`src/rtl/rxq_pkg.sv`:
```
package rxq_pkg;

    localparam int FLAG_W = 3;

    typedef struct packed {
        logic brk;
        logic frm;
        logic par;
    } rxq_flags_t;

endpackage

```
`src/rtl/rxq_mem.sv`:
```
module rxq_mem
    import rxq_pkg::*;
#(
    parameter int DATA_W = 8,
    parameter int DEPTH  = 64,
    localparam int AW    = (DEPTH > 1) ? $clog2(DEPTH) : 1
) (
    input  logic              clk,
    input  logic              we,
    input  logic [AW-1:0]     waddr,
    input  logic [DATA_W-1:0] wdata,
    input  rxq_flags_t        wflags,
    input  logic [AW-1:0]     raddr,
    output logic [DATA_W-1:0] rdata,
    output rxq_flags_t        rflags
);

    typedef struct packed {
        rxq_flags_t        flags;
        logic [DATA_W-1:0] data;
    } slot_t;

    slot_t slots_q [DEPTH];

    always_ff @(posedge clk) begin
        if (we) begin
            slots_q[waddr] <= '{flags: wflags, data: wdata};
        end
    end

    always_comb begin
        rdata  = slots_q[raddr].data;
        rflags = slots_q[raddr].flags;
    end

endmodule

```
`src/rtl/rxq_ctrl.sv`:
```
module rxq_ctrl #(
    parameter int DEPTH = 64,
    localparam int AW   = (DEPTH > 1) ? $clog2(DEPTH) : 1,
    localparam int CW   = $clog2(DEPTH + 1)
) (
    input  logic          clk,
    input  logic          rst_n,
    input  logic          clr,
    input  logic          wr_en,
    input  logic          rd_en,
    input  logic          stat_rd,
    output logic          push,
    output logic          pop,
    output logic [AW-1:0] wr_ptr,
    output logic [AW-1:0] rd_ptr,
    output logic [CW-1:0] level,
    output logic          empty,
    output logic          full,
    output logic          overrun
);

    localparam logic [AW-1:0] LAST = AW'(DEPTH - 1);
    localparam logic [CW-1:0] CAP  = CW'(DEPTH);

    typedef struct packed {
        logic [AW-1:0] wr;
        logic [AW-1:0] rd;
        logic [CW-1:0] lvl;
        logic          ovr;
    } ctrl_t;

    ctrl_t st_q, st_d;

    always_comb begin
        empty = (st_q.lvl == '0);
        full  = (st_q.lvl == CAP);
        push  = wr_en && !full && !clr;
        pop   = rd_en && !empty && !clr;

        st_d = st_q;
        if (push) begin
            st_d.wr = (st_q.wr == LAST) ? '0 : st_q.wr + 1'b1;
        end
        if (pop) begin
            st_d.rd = (st_q.rd == LAST) ? '0 : st_q.rd + 1'b1;
        end
        case ({push, pop})
            2'b10:   st_d.lvl = st_q.lvl + 1'b1;
            2'b01:   st_d.lvl = st_q.lvl - 1'b1;
            default: st_d.lvl = st_q.lvl;
        endcase
        if (wr_en && full) begin
            st_d.ovr = 1'b1;
        end else if (stat_rd) begin
            st_d.ovr = 1'b0;
        end
        if (clr) begin
            st_d = '0;
        end
    end

    always_ff @(posedge clk or negedge rst_n) begin
        if (!rst_n) begin
            st_q <= '0;
        end else begin
            st_q <= st_d;
        end
    end

    assign wr_ptr  = st_q.wr;
    assign rd_ptr  = st_q.rd;
    assign level   = st_q.lvl;
    assign overrun = st_q.ovr;

endmodule

```
`src/rtl/rxq_errcnt.sv`:
```
module rxq_errcnt #(
    parameter int DEPTH = 64,
    localparam int CW   = $clog2(DEPTH + 1)
) (
    input  logic clk,
    input  logic rst_n,
    input  logic clr,
    input  logic inc,
    input  logic dec,
    output logic err_any
);

    typedef struct packed {
        logic [CW-1:0] cnt;
    } ecnt_t;

    ecnt_t ec_q, ec_d;

    always_comb begin
        ec_d = ec_q;
        case ({inc, dec})
            2'b10:   ec_d.cnt = ec_q.cnt + 1'b1;
            2'b01:   ec_d.cnt = ec_q.cnt - 1'b1;
            default: ec_d.cnt = ec_q.cnt;
        endcase
        if (clr) begin
            ec_d.cnt = '0;
        end
    end

    always_ff @(posedge clk or negedge rst_n) begin
        if (!rst_n) begin
            ec_q <= '0;
        end else begin
            ec_q <= ec_d;
        end
    end

    assign err_any = (ec_q.cnt != '0);

endmodule

```
`src/rtl/rxq_err_fifo.sv`:
```
module rxq_err_fifo
    import rxq_pkg::*;
#(
    parameter int DATA_W = 8,
    parameter int DEPTH  = 64,
    localparam int AW    = (DEPTH > 1) ? $clog2(DEPTH) : 1,
    localparam int CW    = $clog2(DEPTH + 1)
) (
    input  logic              clk,
    input  logic              rst_n,
    input  logic              clr,
    input  logic              wr_en,
    input  logic [DATA_W-1:0] wr_data,
    input  logic [FLAG_W-1:0] wr_flags,
    input  logic              rd_data_stb,
    input  logic              rd_stat_stb,
    output logic [DATA_W-1:0] head_data,
    output logic [FLAG_W-1:0] head_flags,
    output logic              err_any,
    output logic [CW-1:0]     level,
    output logic              empty,
    output logic              full,
    output logic              overrun
);

    logic              push, pop;
    logic [AW-1:0]     wr_ptr, rd_ptr;
    logic [DATA_W-1:0] mem_data;
    rxq_flags_t        mem_flags;
    rxq_flags_t        in_flags;

    assign in_flags = rxq_flags_t'(wr_flags);

    rxq_ctrl #(.DEPTH(DEPTH)) u_ctrl (
        .clk     (clk),
        .rst_n   (rst_n),
        .clr     (clr),
        .wr_en   (wr_en),
        .rd_en   (rd_data_stb),
        .stat_rd (rd_stat_stb),
        .push    (push),
        .pop     (pop),
        .wr_ptr  (wr_ptr),
        .rd_ptr  (rd_ptr),
        .level   (level),
        .empty   (empty),
        .full    (full),
        .overrun (overrun)
    );

    rxq_mem #(.DATA_W(DATA_W), .DEPTH(DEPTH)) u_mem (
        .clk    (clk),
        .we     (push),
        .waddr  (wr_ptr),
        .wdata  (wr_data),
        .wflags (in_flags),
        .raddr  (rd_ptr),
        .rdata  (mem_data),
        .rflags (mem_flags)
    );

    rxq_errcnt #(.DEPTH(DEPTH)) u_err (
        .clk     (clk),
        .rst_n   (rst_n),
        .clr     (clr),
        .inc     (push && (in_flags != '0)),
        .dec     (pop && (mem_flags != '0)),
        .err_any (err_any)
    );

    always_comb begin
        head_data  = empty ? '0 : mem_data;
        head_flags = empty ? '0 : FLAG_W'(mem_flags);
    end

endmodule

```
`config.mk`:
```
export PLATFORM = sky130hd
export DESIGN_NAME = rxq_err_fifo
export DESIGN_NICKNAME = d
export VERILOG_FILES = /design/src/rtl/rxq_pkg.sv /design/src/rtl/rxq_mem.sv /design/src/rtl/rxq_ctrl.sv /design/src/rtl/rxq_errcnt.sv /design/src/rtl/rxq_err_fifo.sv
export SDC_FILE = /design/constraint.sdc
export NUM_CORES = 1
export LEC_CHECK = 0
export BUFFER_PORTS_ARGS = -buffer_cell sky130_fd_sc_hd__clkbuf_2
export CAP_MARGIN = 5
export CORE_ASPECT_RATIO = 0.8
export CORE_MARGIN = 1.5
export CORE_UTILIZATION = 50
export DETAILED_ROUTE_END_ITERATION = 16
export GPL_ROUTABILITY_DRIVEN = 0
export GPL_TIMING_DRIVEN = 0
export PLACE_DENSITY = 0.66
export SETUP_SLACK_MARGIN = 0.1
export SYNTH_ARGS = -nofsm -noshare
export SYNTH_HDL_FRONTEND = slang
export SYNTH_SLANG_ARGS = --single-unit
export TNS_END_PERCENT = 100
```
`constraint.sdc`:
```
create_clock -name clk -period 4.6 [get_ports clk]
set_input_delay 0.23 -clock clk [delete_from_list [all_inputs] [get_ports clk]]
set_output_delay 0.23 -clock clk [all_outputs]
set_load 0.02 [all_outputs]
```
# Word level (Yosys, flattened, before mapping)
# Memories as Yosys holds them, arrays and structs flattened.
# Index checks and enable logic that the tools add are counted.
# word_totals
reg_bits,27
mem_bits_rw,704
elab_cells,52
mem_count,1
# op_classes
n_addsub,6
eq_ne,7
mux,14
reduce_logical,19
# mem_list
memory,words,width,rd,rd_ports_with_merged_regs,write_ports,line,rtl
u_mem.slots_q,64,11,1,0,1,rxq_mem.sv:23,slot_t slots_q [DEPTH];
# ops
operator,count
7-bit case mux with 2 select lines,2
6-bit two-way mux,4
20-bit two-way mux,1
3-bit nonzero test,5
7-bit by 1-bit adder with 7-bit output (second input constant),2
7-bit by 1-bit subtractor with 7-bit output (second input constant),2
6-bit by 1-bit adder with 6-bit output (second input constant),2
6-bit == test (second input constant),2
8-bit two-way mux,1
7-bit == test (second input constant),1
1-bit logical AND,7
7-bit logical NOT,1
7-bit two-way mux,1
7-bit nonzero test,1
2-bit by 1-bit == test with 1-bit output (second input constant),2
2-bit == test (second input constant),2
1-bit two-way mux,4
2-bit nonzero test,2
1-bit logical NOT,3
3-bit two-way mux,1

# Logic depth before layout (Yosys ltp)
# depth
ltp_word,8
ltp_mapped,20

# Modules after synthesis
# Synthesis repeated with hierarchy kept, for this count alone.
# hier_totals
cells_unflattened,1475
area_unflattened_um2,29166.7
# by_module_without_submodules
mod,instances,cells_per_inst,area_per_inst_um2
rxq_mem,1,1268,27266.2
rxq_ctrl,1,137,1248.7
rxq_errcnt,1,56,529.3
rxq_err_fifo,1,14,122.6

# Least setup slack after synthesis
# OpenSTA, ideal clock, no wires.
# synth_timing
path_type,register to register
startpoint,"register u_ctrl.st_q, in the netlist u_ctrl.level[5]"
endpoint,register u_err.ec_q[6] in the netlist's numbering
arrival_time_ns,4.224
required_time_ns,4.467
slack_ns,0.243
stages_incl_launch_ff,17
path_buffers,1
path_cell_list,dfrtp_1 or4_1 nor3_1 nand2b_1 nor3_1 clkbuf_1 or4_4 inv_1 ha_1 nor2b_1 o21ai_0 nand2_1 a21o_1 a21oi_1 a21oi_1 a311oi_1 nand4_1
# synth_between
elab_chain_cells,8
elab_cells_between_ends,15
# synth_lines
item,line,rtl
from (decl),rxq_ctrl.sv:32,"ctrl_t st_q, st_d;"
from (signal assigned),rxq_ctrl.sv:66,st_q <= st_d;
7-bit == test (*),rxq_ctrl.sv:36,full = (st_q.lvl == CAP);
named net full,rxq_err_fifo.sv:22,"output logic full,"
1-bit logical NOT (*),rxq_ctrl.sv:37,push = wr_en && !full && !clr;
1-bit logical AND (*) (2 in a row),rxq_ctrl.sv:37,
1-bit logical AND (*),rxq_err_fifo.sv:66,".inc (push && (in_flags != '0)),"
2-bit by 1-bit == test with 1-bit output or 2-bit == test (tied branches),rxq_errcnt.sv:21,"case ({inc, dec})"
7-bit case mux with 2 select lines,rxq_errcnt.sv:21,
7-bit two-way mux,rxq_errcnt.sv:26,if (clr) begin
to (signal assigned),rxq_errcnt.sv:33,ec_q <= '0;
to (signal assigned),rxq_errcnt.sv:35,ec_q <= ec_d;
to (decl),rxq_errcnt.sv:17,"ecnt_t ec_q, ec_d;"
# Mark *: on every way through the listed nets, which the timed path passes. The rest lies on a longest branch.
# A chain may end at the register's enable or synchronous reset.

# Final worst setup path
# layout_timing
startpoint,"register u_ctrl.st_q, in the netlist u_ctrl.rd_ptr[1]"
endpoint,output port head_data[6]
# layout_between
elab_chain_cells,2
# layout_lines
item,line,rtl
memory 64 x 11 bit,--,
8-bit two-way mux,rxq_err_fifo.sv:72,head_data = empty ? '0 : mem_data;
to (decl),rxq_err_fifo.sv:17,"output logic [DATA_W-1:0] head_data,"
# Every way passes these cells.

==> summary.txt <==
Status: completed
Site row count: 79
CP Cell Sequence: buf_4 -> buf_4 -> nand2_1 -> clkbuf_1 -> buf_1 -> o221ai_1 -> o22ai_1 -> a21oi_1 -> a21oi_1 -> a211oi_2 -> clkbuf_2
Crit path DAT: 4.27 ns
CTS max path bufs: 3
Crit path launch type: register
Yosys reg bits: 731
Hold depth: 1
Mapped Cells: 1,595
Final Slew Violations: 0
FF-to-FF Start: u_ctrl.rd_ptr[0]
Post-synth EDFFs: 704
Die area: 60,400 sq um
Routed via count: 16,166
Asr flop ratio synth: 3.69%
Kind of critical path: reg -> out
CTS tree: built
Root Driver: clkbuf_16
CP Data Required Time: 4.37 ns
Buf+Inv Stages, Crit Path: 5
Ys flop type: edfxtp_1
Power density over the cells: 499 nW/um^2
Starting Density: 50.6%
Worst-skew pair later-pin latency: 0.63 ns
Final worst hold slack: 0.0303 ns
Peak Freq: 222 MHz
Slowest CP cell: a211oi_2
RSZ-0062 raised after global routing: no
Post-layout util: 57.7%
Worst-case reg-to-reg path depth: 18
Min-Delay Path Class: in -> reg
Most frequent cells after synthesis: 704 x edfxtp_1, 138 x mux2i_1, 95 x mux4_2
Largest net degree at the start of global routing: 66
Die Y: 220 um
DP HPWL: 48.8 mm
Overall Global Routing Usage: 25.3%
MaxCap Viol Count: 0
Clock tree sinks: 731
Nets: 1,766
Metal3 WL: 7.48 mm
Inserted Clock Buffers: 72
Die W: 274 um
CP endpoint kind: output pin
Share of the synthesized area in the top cell type: 71.7%
Final critical-path required period: 4.50 ns
Maximum fanout along the worst path: 10
Number of global-route vias before repair: 15,874
Top area cells in the synthesized netlist: edfxtp_1 72%, mux4_2 7.3%, mux2i_1 4.7%
H-tree levels: 3
WL final: 74.6 mm
Syn Std Cell Area: 29,500 sq um
M1 wire length: 31.8 mm
DRT antenna net count: 0
CP delay by family, top: compound AO/OA/AOI/OAI gates
Core area: 58,200 sq um
Post-route clock period utilization: 97.9%
Area Overhead vs Synth: 14.0%
LEAKAGE: 10.5 nW
DR pass1 iterations: 5
Rel. slew slack: 9.65%
Layout cells sized above 1: 21.1%
DR top layer: met5
Seq/Total Area, Yosys: 74.0%
Drt wl/cell: 29.2 um
Vias per Instance: 6.33
Final setup fails: 0
Hold path startpoint: wr_data[1]
Iter 0 DRT Violations: 1,896
Mapped Nets: 1,626
Most frequent cell after synthesis: edfxtp_1
Global-route wire length before repair: 108 mm
Initial antenna violation count: 1
CTS clk-pin slew, worst paths: 0.06 ns
# port buffers: 38
Crit path launch: u_ctrl.rd_ptr[1]
Mean area per synthesized cell: 18.5 sq um
Area leader, netlist: edfxtp_1
Count of different cell masters after synthesis: 63
Total grt overflow: 0
Crit path depth: 11
# diodes: 0
Metal2 WL: 32.9 mm
Max incr delay on CP: 0.54 ns
Final hold vios: 0
Measured slew at the worst slew-check pin: 1.35 ns
Final clock skew: 0.0158 ns
Residual DRC: 0
VDD IR max: 0.403 mV
# IOs: 39
YS warnings: 0
Tot Pwr: 16.8 mW
routing by layer:
metal,global-route usage [%],vias to the layer above
li1,-,6823
met1,37.3,8378
met2,37.1,804
met3,6.75,159
met4,7.80,2
met5,0,-
per-stage QoR:
step	instance area [sq um]	std cells	setup slack [ns]	setup TNS (ns)
after CTS	33200	2534	0.0693	0
after floorplan	29500	1595	0.243	0
after detailed placement	30700	2408	-0.483	-1.24
after global placement	30600	2402	-0.434	-1.02
final	33600	2552	0.0980	0
after global routing	33600	2552	0.0616	0
area by class of cell:
type / count / area (sq um)
Buffer: 96 / 623
Timing Repair Buffer: 66 / 559
Sequential cell: 731 / 21800
Tap cell: 769 / 962
Fill cell: 4304 / 24600
Clock inverter: 29 / 309
Multi-Input combinational cell: 758 / 7380
Clock buffer: 93 / 1910
Inverter: 10 / 40.0
registers in the layout (all words and copies together), names as in the netlist:
register	count
u_ctrl.overrun	1
u_err.ec_q	7
u_ctrl.rd_ptr	6
u_ctrl.level	7
u_mem.slots_q	704
u_ctrl.wr_ptr	6
cells by family (layout without fill, tap and decap cells):
logic type                 count (synthesis)  in the layout  synth area share [%]
DFF                                      731            731                  74.0
AOI/OAI and AO/OA                        219            219                  5.52
buffers and inverters                    106            294                  1.88
xor gates and xnor gates                  15             15                 0.492
muxes                                    257            257                  13.4
adders and majority gates                 14             14                 0.645
and+or+nand+nor                          253            253                  4.05
power by group:
group,internal [mW],switching (mW)
sequential,7.38,0.0839
combinational,1.44,2.21
clock,3.22,2.44
total,12.0,4.74
cells in the final DEF, fill, tap and decap left out, types with 26 or more instances in the layout:
cell type | netlist | final
o221ai_1 | 66 | 60
mux4_2 | 95 | 95
edfxtp_1 | 704 | 704
nand2_1 | 65 | 64
o22ai_1 | 36 | 36
buf_4 | 13 | 35
clkbuf_1 | 46 | 54
mux2i_1 | 138 | 138
nor2_1 | 91 | 90
a21oi_1 | 33 | 26
clkbuf_2 | 0 | 40
clkbuf_16 | 0 | 73
dfrtp_1 | 27 | 27
worst reg2reg max path: cells and delay by family (launching register included):
| family | cells | cell delay (ns) |
|---|---|---|
| AOI/OAI and AO/OA | 8 | 1.56 |
| DFF | 1 | 0.40 |
| adders and majority gates | 1 | 0.26 |
| buffers and inverters | 4 | 0.56 |
| muxes | 1 | 0.60 |
| xor gates and xnor gates | 1 | 0.12 |
| and+or+nand+nor | 3 | 0.79 |
final timing paths:
kind | endpoint | slack (ns)
min in group asynchronous | u_ctrl.level[5] | 0.24
worst min register to register | u_ctrl.level[5] | 0.55
worst max-delay path | head_data[6] | 0.1
worst max register to register | u_err.ec_q[5] | 0.24
worst min-delay path | u_mem.slots_q[59][1] | 0.03
max in group asynchronous | u_err.ec_q[2] | 3.87
repair_timing:
action,in CTS,in global routing
gates cloned,0,0
pin swaps,5,14
gates resized for setup,67,41
hold endpoints to repair,28,0
buffers inserted,1,8
hold buffers,3,0
endpoints found under the setup margin,12,10
No activity file was read; power rests on OpenSTA's default activity.
